[config.mk]
export PLATFORM = sky130hd
export DESIGN_NAME = bcd_divctr
export DESIGN_NICKNAME = d
export VERILOG_FILES = /design/src/rtl/bcd_divctr_pkg.sv /design/src/rtl/ctr_step_select.sv /design/src/rtl/ctr_next_value.sv /design/src/rtl/bcd_divctr.sv
export SDC_FILE = /design/constraint.sdc
export NUM_CORES = 1
export LEC_CHECK = 0
export ABC_AREA = 1
export BUFFER_PORTS_ARGS = -buffer_cell sky130_fd_sc_hd__buf_2
export CAP_MARGIN = 20
export CORE_MARGIN = 2
export CORE_UTILIZATION = 30
export CTS_CLUSTER_SIZE = 24
export DETAILED_ROUTE_END_ITERATION = 16
export GPL_TIMING_DRIVEN = 0
export PLACE_DENSITY = 0.57
export SKIP_CTS_REPAIR_TIMING = 1
export SKIP_LAST_GASP = 1
export SLEW_MARGIN = 10
export SYNTH_ARGS = -nofsm -noshare
export SYNTH_HDL_FRONTEND = slang
export SYNTH_SLANG_ARGS = --single-unit
[constraint.sdc]
create_clock -name clk -period 1.71 [get_ports clk]
set_input_delay 0.171 -clock clk [delete_from_list [all_inputs] [get_ports clk]]
set_output_delay 0.171 -clock clk [all_outputs]
set_load 0.03 [all_outputs]
[src/rtl/bcd_divctr_pkg.sv]
package bcd_divctr_pkg;
    typedef enum logic [2:0] {
        ST_HOLD,
        ST_LOAD,
        ST_UP,
        ST_DOWN,
        ST_RELOAD
    } ctr_step_e;
endpackage

[src/rtl/ctr_step_select.sv]
module ctr_step_select
    import bcd_divctr_pkg::*;
#(
    parameter int WIDTH = 4
) (
    input  logic             load_n,
    input  logic             cnt_en_n,
    input  logic             count_down,
    input  logic             divide_mode,
    input  logic [WIDTH-1:0] cur,
    output ctr_step_e        step,
    output logic             term_hit
);
    localparam logic [WIDTH-1:0] ONE_V = WIDTH'(1);

    always_comb begin
        term_hit = divide_mode && (cur <= ONE_V);
        if (!load_n)
            step = ST_LOAD;
        else if (cnt_en_n)
            step = ST_HOLD;
        else if (divide_mode)
            step = term_hit ? ST_RELOAD : ST_DOWN;
        else if (count_down)
            step = ST_DOWN;
        else
            step = ST_UP;
    end
endmodule

[src/rtl/ctr_next_value.sv]
module ctr_next_value
    import bcd_divctr_pkg::*;
#(
    parameter int WIDTH      = 4,
    parameter int LAST_DIGIT = 9
) (
    input  ctr_step_e        step,
    input  logic [WIDTH-1:0] cur,
    input  logic [WIDTH-1:0] preset,
    output logic [WIDTH-1:0] nxt
);
    localparam logic [WIDTH-1:0] LAST_V = WIDTH'(LAST_DIGIT);
    localparam logic [WIDTH-1:0] ONE_V  = WIDTH'(1);

    always_comb begin
        unique case (step)
            ST_HOLD:   nxt = cur;
            ST_LOAD:   nxt = preset;
            ST_RELOAD: nxt = preset;
            ST_UP:     nxt = (cur >= LAST_V) ? '0 : cur + ONE_V;
            ST_DOWN:   nxt = (cur == '0) ? LAST_V : cur - ONE_V;
            default:   nxt = cur;
        endcase
    end
endmodule

[src/rtl/bcd_divctr.sv]
module bcd_divctr
    import bcd_divctr_pkg::*;
#(
    parameter int WIDTH      = 4,
    parameter int LAST_DIGIT = 9
) (
    input  logic             clk,
    input  logic             rst_n,
    input  logic             cnt_en_n,
    input  logic             count_down,
    input  logic             load_n,
    input  logic [WIDTH-1:0] preset_val,
    input  logic             divide_mode,
    output logic [WIDTH-1:0] count_q,
    output logic             edge_flag,
    output logic             reload_pulse
);
    localparam logic [WIDTH-1:0] LAST_V = WIDTH'(LAST_DIGIT);

    ctr_step_e        step;
    logic             term_hit;
    logic [WIDTH-1:0] count_nxt;

    ctr_step_select #(.WIDTH(WIDTH)) u_sel (
        .load_n      (load_n),
        .cnt_en_n    (cnt_en_n),
        .count_down  (count_down),
        .divide_mode (divide_mode),
        .cur         (count_q),
        .step        (step),
        .term_hit    (term_hit)
    );

    ctr_next_value #(.WIDTH(WIDTH), .LAST_DIGIT(LAST_DIGIT)) u_nxt (
        .step   (step),
        .cur    (count_q),
        .preset (preset_val),
        .nxt    (count_nxt)
    );

    // state register
    always_ff @(posedge clk or negedge rst_n) begin
        if (!rst_n)
            count_q <= '0;
        else
            count_q <= count_nxt;
    end

    // outputs
    always_comb begin
        if (divide_mode || count_down)
            edge_flag = (count_q == '0);
        else
            edge_flag = (count_q == LAST_V);
        reload_pulse = term_hit;
    end
endmodule

==> After elaboration in Yosys (flattened, before gate mapping) <==
Index checks and enable logic that the tools add are counted.
{ "op_classes": {"n_shift": 0, "mul": 0, "div": 0, "mux": 9, "n_addsub": 2, "reduce_logical": 5, "bitwise": 0, "eq_ne": 5, "magnitude_cmp": 2} }
{ "op_table": {"columns": ["operator", "count"], "rows": [
  ["2-to-1 mux 3 bit", 4],
  ["one-hot mux 4 bit (3 select lines)", 1],
  ["2-to-1 mux 4 bit", 2],
  ["== test 3 x 2 -> 1 bit (second input constant)", 2],
  ["adder 4 x 1 -> 4 bit (second input constant)", 1],
  ["== test 4 bit (second input constant)", 1],
  ["greater-or-equal comparator 4 bit (second input constant)", 1],
  ["less-or-equal comparator 4 x 1 -> 1 bit (second input constant)", 1],
  ["logical NOT 4 bit", 1],
  ["subtractor 4 x 1 -> 4 bit (second input constant)", 1],
  ["== test 3 x 1 -> 1 bit (second input constant)", 1],
  ["== test 3 bit (second input constant)", 1],
  ["nonzero test 3 bit", 1],
  ["2-to-1 mux 1 bit", 2],
  ["OR reduction 2 bit", 1],
  ["logical AND 1 bit", 1],
  ["logical OR 1 bit", 1]
]} }
{ "totals": {"mem_bits_rw": 0, "latchBits": 0, "memories": 0, "out_inout_bits": 6, "wordCells": 24, "romBits": 0, "regBits": 4} }

==> Depth between registers and ports, before layout <==
Gate-level depths: netlist of run 1.
{ "depth": {"word_depth": 9, "ltp_mapped": 11, "depth_no_buf": 11} }

==> Cells and area by module <==
Synthesis of run 1 repeated with hierarchy kept, for this count alone.
{ "hier_totals": {"cells_unflattened": 90, "area_unflattened_um2": 528.0} }
{ "modules_own_cells": {"columns": ["mod", "cells_per_inst", "n_inst", "area_each_um2", "seq_area_each_um2"], "rows": [
  ["ctr_next_value", 60, 1, 317.8, 0.0],
  ["bcd_divctr", 17, 1, 156.4, 100.1],
  ["ctr_step_select", 13, 1, 53.8, 0.0]
]} }

==> Worst setup path after synthesis of run 1 <==
Ideal clock, no wire load.
{ "synth_timing": {"path_type": "register to output", "startpoint": "reg count_q[0]", "endpoint": "out edge_flag", "setup_slack_ns": -0.116, "n_path_buf": 0, "arrival_time_ns": 1.655, "stages_incl_launch_ff": 5, "path_cell_list": "dfrtp_1 > inv_1 > ha_1 > nand2_1 > o21ai_0"} }
{ "synth_via": {"elab_chain_cells": 2, "elab_cells_between_ends": 3} }
{ "synth_rtl": {"columns": ["element", "line", "text"], "rows": [
  ["start, declared", "bcd_divctr.sv:14", "output logic [WIDTH-1:0] count_q,"],
  ["start signal, assigned", "bcd_divctr.sv:46", "count_q <= count_nxt;"],
  ["== test 4 bit / logical NOT 4 bit (equally long branches)", "bcd_divctr.sv:54, bcd_divctr.sv:52", null],
  ["2-to-1 mux 1 bit *", "bcd_divctr.sv:51", "if (divide_mode || count_down)"],
  ["end, declared", "bcd_divctr.sv:15", "output logic edge_flag,"]
]} }
Mark *: on every way between the ends. The rest lies on a longest branch, timed or not.

==> Final worst setup path of run 1 <==
{ "layout_timing": {"startpoint": "reg count_q[0]", "endpoint": "out reload_pulse"} }
{ "layout_via": {"elab_chain_cells": 2} }
{ "layout_rtl": {"columns": ["element", "line", "text"], "rows": [
  ["less-or-equal comparator 4 x 1 -> 1 bit", "ctr_step_select.sv:17", "term_hit = divide_mode && (cur <= ONE_V);"],
  ["logical AND 1 bit", "ctr_step_select.sv:17", null],
  ["end, declared", "bcd_divctr.sv:16", "output logic reload_pulse"]
]} }
No other way between the ends.

==> results of run 1 <==
[final cells by class]
class	count	area (um^2)	share of cell area
Inverter	18	67.6	0.107
Clock buffer	3	22.5	0.0357
Sequential cell	4	103	0.163
Timing Repair Buffer	19	110	0.175
Tap cell	16	20.0	0.0317
Multi-Input combinational cell	52	308	0.488
[cells by family after synthesis]
group	after synthesis	synth area share
XOR/XNOR	1	0.0190
buffers and inverters	18	0.147
adder cells (fa/ha/maj)	3	0.0815
flip-flops	4	0.217
AO/OA/AOI/OAI	12	0.144
AND/OR/NAND/NOR	36	0.391
[stage by stage]
stage          total power [uW]  utilization  setup TNS, ns
2_1_floorplan               266            -              0
3_3_place_gp                322        0.378              0
3_5_place_dp                325        0.378              0
4_1_cts                     444        0.393        -0.0490
5_1_grt                     502        0.429              0
6_report                    468        0.429              0
[cells in the final DEF, fill, tap and decap left out]
| master | Yosys | final |
|---|---|---|
| ha_4 | 0 | 1 |
| inv_1 | 17 | 15 |
| buf_2 | 0 | 14 |
| nand3_1 | 8 | 8 |
| xor2_1 | 1 | 1 |
| nand2_1 | 18 | 18 |
| nor3_1 | 1 | 1 |
| o21ai_2 | 1 | 1 |
| o21ai_0 | 3 | 2 |
| dfrtp_2 | 0 | 2 |
| o21ai_1 | 3 | 4 |
| buf_4 | 0 | 4 |
| a21oi_1 | 4 | 4 |
| nand3_2 | 1 | 1 |
| dlygate4sd3_1 | 0 | 1 |
| o211ai_1 | 1 | 1 |
| nor2_2 | 2 | 2 |
| nor2_1 | 1 | 1 |
| nor2_4 | 1 | 1 |
| nand2_4 | 1 | 1 |
| nand4_1 | 3 | 3 |
| clkbuf_4 | 0 | 3 |
| inv_2 | 1 | 3 |
| ha_1 | 3 | 1 |
| ha_2 | 0 | 1 |
| dfrtp_1 | 4 | 2 |
[worst max-delay path, stage by stage, from the launching register on]
cell	delay [ns]
dfrtp_2	0.45
buf_4	0.15
ha_2	0.19
inv_1	0.05
nand2_1	0.05
nand3_2	0.11
inv_1	0.05
buf_4	0.16
[where the power goes]
part | total, uW | internal [uW] | leakage, uW | switching (uW)
registers | 135 | 109 | 0.0000452 | 25.9
logic | 219 | 83.6 | 0.000299 | 136
clock network | 114 | 78.3 | 0.0000138 | 35.4
total | 468 | 271 | 0.000358 | 197
[routing by layer]
layer / vias up / global-route usage
met4: 0 / 0.0848
met1: 238 / 0.179
met2: 10 / 0.221
li1: 282 / -
met5: - / 0
met3: 0 / 0.0255
[worst paths after layout]
kind	slack, ns	endpoint
max in group asynchronous	1.32	count_q[1]
setup / recovery	0.09	reload_pulse
hold reg to reg	0.61	count_q[0]
hold / removal	0.26	count_q[3]
min in group clk	0.26	count_q[3]
setup reg to reg	0.19	count_q[3]
==> qor.csv, run 1 <==
metric;value;unit
outcome;complete, no violations;
yosys-top-cells-area;dfrtp_1 (22%), nand2_1 (15%), inv_1 (14%);
netlist_area;460;um^2
path_class;reg -> out;
cts.htree.levels;1;
worstMarginPinSlew;0.324;ns
max_slew_margin;0.783;
io_pins;16;
setup_slack;0.0932;ns
largest_reg_flops;4;
yosys.area.top_type;dfrtp_1;
area_delta_synth_final;37.0;%
skew;0.000602;ns
finish.net_count;111;
fillers;179;
cts_tree;yes;
vias;530;
place_inst;105;
synth-seq-area-share;0.217;
async_reset_ff_frac;1.00;
die_area;0.00186;mm^2
place_area;556;um^2
grt_use_total;0.142;
clockRootBuffer;clkbuf_4;
design_area;631;um^2
synth_top_area_frac;0.217;
firstDrtPassIters;2;
port_buffers;15;
rows;14;
start_util;0.313;
drv_slew;0;
max_cap_viol_count;0;
synth_edf_count;0;
cts_buffers;3;
diodes;0;
reg2reg_from;count_q[0];
place.gp.congestion;0.800;
synth_cell_types;19;
drive_gt1_frac;0.354;
clk_latency;0.23;ns
p_leak;0.000358;uW
critPathLaunch;count_q[0];
holdWs;0.256;ns
cts_buffer_depth;2;
met2_length;582;um
place_hpwl;949;um
syn_inst;74;
die-width;43.2;um
syn_avg_cell_area;6.22;um^2
first_iter_violations;6;
hold_viol;0;
period_share;0.945;
pre_cts_slack;0.0633;ns
cp.arrival;1.45;ns
grt_pass1_vias;505;
wl_met3;28;um
syn_nets;87;
ys.flop_type;dfrtp_1;
clock_sinks;4;
end_kind;output port;
cp.required;1.54;ns
globalRoute.totalOverflow;0;
grt_max_degree;10;
die_h;43.2;um
setup_viol;0;
drt-met1-wl;593;um
core;0.00147;mm^2
startpoint_type;flip-flop;
fmax;619;MHz
routed_wirelength;1.20;mm
top_regs;count_q x4;
drc;0;
ys_ff_latch;4;
rsz0062_at_grt;false;
crit_fanout;7;
dr.max_layer_used;met3;
ir_drop;445;uV
ant_nets;0;
cellPowerDensity;742;mW/mm^2
post_drt_wl_per_cell;10.8;um
antenna_found_initial;0;
yosysWarnings;0;
instances_no_fill;112;
largest-register;count_q;
synthTopCellsByCount;nand2_1 (18), inv_1 (17), nand3_1 (8);
r2r_cells;10;
clk_pin_slew;0.04;ns
min_period;1.62;ns
viasPerCell;4.73;
synth_most_common_cell;nand2_1;
grt_pass1_wl;1.97;mm
hold_class;in -> async;
No activity file was read; power rests on OpenSTA's default activity.
==> run 2, diff against run 1 <==
==> constraint.sdc (replaced) <==
create_clock -name clk -period 1.9 [get_ports clk]
set_input_delay 0.19 -clock clk [delete_from_list [all_inputs] [get_ports clk]]
set_output_delay 0.19 -clock clk [all_outputs]
set_load 0.03 [all_outputs]
==> qor.csv, run 2 (synthesis results as in run 1) <==
metric;value;unit;change
hold_viol;0;;unchanged
clk_pin_slew;0.04;ns;about the same
critPathMostFrequentCell;inv_1;;
startpoint_type;flip-flop;;
largest-register;count_q;;
final_cell_mix;nand2_1 (18), inv_1 (17), buf_2 (15);;
internal-power;227;uW;-16%
end_kind;output port;;
critPathTopFamily;flip-flops;;
crit_chain;inv_1 > ha_1 > inv_1 > nand2_1 > nand3_2 > inv_1 > buf_2;;
tns;0;ns;unchanged
cts_buffers;3;;unchanged
pwr-share-comb;0.436;;-0.032
diodes;0;;unchanged
clock_sinks;4;;unchanged
finish.net_count;108;;-2.7%
post_drt_wl_per_cell;10.5;um;-1.9%
rsz0062_at_grt;false;;
clk_latency;0.23;ns;about the same
hold_class;in -> reg;;
critPathLaunch;count_q[0];;
max_slew_margin;0.781;;-0.00186
p_leak;0.000348;uW;-2.7%
period_share;0.924;;
setup_viol;0;;unchanged
cp_num_buf_inv;4;;unchanged
max_cap_viol_count;0;;unchanged
area_delta_synth_final;27.7;%;
place_hpwl;950;um;about the same
drive_gt1_frac;0.269;;-0.0853
cp_num_cells;7;;unchanged
io_pins;16;;unchanged
cp.arrival;1.57;ns;+0.12 ns
globalRoute.totalOverflow;0;;unchanged
worstMarginPinSlew;0.327;ns;+0.00278 ns
reg2reg_from;count_q[0];;
grt_max_degree;10;;unchanged
drv_slew;0;;unchanged
fillers;176;;-1.7%
die-width;43.2;um;unchanged
place.gp.congestion;0.800;;about the same
cts_buffer_depth;2;;unchanged
power.net_switching;167;uW;-15%
grt_pass1_wl;1.90;mm;-3.5%
outcome;complete, no violations;;
final_common_cell;nand2_1;;
start_util;0.313;;unchanged
slowest_stage;dfrtp_1;;
p_sw_frac;0.425;;+0.00382
die_h;43.2;um;unchanged
antenna_found_initial;0;;unchanged
ant_nets;0;;unchanged
ir_drop;410;uV;-7.8%
viasPerCell;4.69;;-0.93%
cpPeakStageDelay;0.51;ns;+0.06 ns
die_area;0.00186;mm^2;unchanged
path_class;reg -> out;;
cts_tree;yes;;
vias;511;;-3.6%
pwr-share-seq;0.305;;+0.017
fmax;570;MHz;
top_regs;count_q x4;;
rows;14;;unchanged
r2r_cells;10;;unchanged
first_iter_violations;11;;+5
cts.htree.levels;1;;unchanged
skew;0.000502;ns;-0.0000992 ns
grt_use_total;0.137;;-0.00435
min_period;1.76;ns;
firstDrtPassIters;4;;+2
port_buffers;15;;unchanged
regToRegSetupSlack;0.27;ns;+0.08 ns
fin_util;0.400;;-0.0289
routed_wirelength;1.15;mm;-4.6%
clockRootBuffer;clkbuf_4;;
cellPowerDensity;670;mW/mm^2;-9.6%
crit_fanout;9;;+2
crit_end;reload_pulse;;
cp.required;1.71;ns;+0.17 ns
r2r_end;count_q[3];;
core;0.00147;mm^2;unchanged
clockPowerShare;0.260;;+0.017
drc;0;;unchanged
largest_reg_flops;4;;unchanged
grt_pass1_vias;518;;+2.6%
-- run 2: through the flow --
step / hold WS, ns / cells / cell area [um^2] / setup WS (ns) / power, uW
6_report: 0.277 / 109 / 588 / 0.144 / 394
3_5_place_dp: -0.00378 / 105 / 556 / 0.259 / 293
4_1_cts: -0.255 / 108 / 578 / 0.119 / 401
3_3_place_gp: -0.00383 / 105 / 556 / 0.276 / 289
2_1_floorplan: -0.106 / 74 / 460 / 0.0549 / 239
5_1_grt: 0.307 / 109 / 588 / 0.00340 / 425
-- run 2: area by class of cell --
cell class                 instances  area, um^2  area share
timing repair buffer              16        85.1       0.145
multi-input combinational         52         293       0.498
sequential                         4         100       0.170
clock buffer                       3        22.5      0.0383
inverter                          18        67.6       0.115
tap                               16        20.0      0.0340
-- run 2: layer usage --
layer,up-vias,global-route usage,part of all wire
met5,-,0,0
met4,0,0.0970,0
met3,0,0.0255,0.037
met2,13,0.218,0.48
met1,223,0.164,0.49
li1,275,-,-
-- run 2: worst min-delay path by stage --
stage / endpoint / start / slack [ns] / depth (start not counted)
6_report: count_q[3] / preset_val[3] / 0.28 / 5
3_5_place_dp: count_q[3] / rst_n / -0.004 / 1
5_1_grt: count_q[3] / rst_n / 0.31 / 2
3_3_place_gp: count_q[2] / rst_n / -0.004 / 1
4_1_cts: count_q[3] / rst_n / -0.25 / 1
2_1_floorplan: count_q[0] / rst_n / -0.11 / 0
-- run 2: power by group through the flow --
stage          Sequential, uW  Clock, uW  Combinational, uW
2_1_floorplan             139          0                100
3_3_place_gp              121          0                169
3_5_place_dp              121          0                172
4_1_cts                   120        108                173
5_1_grt                   123        107                195
6_report                  120        102                172
-- run 2: worst register-to-register path, cell delays in order, from the launching register on --
cell	delay [ns]
dfrtp_1	0.51
inv_1	0.10
ha_1	0.25
inv_1	0.09
nand2_1	0.06
nand3_2	0.10
nand2_4	0.09
a21oi_1	0.14
nand3_1	0.08
nand2_1	0.06
inv_1	0.04
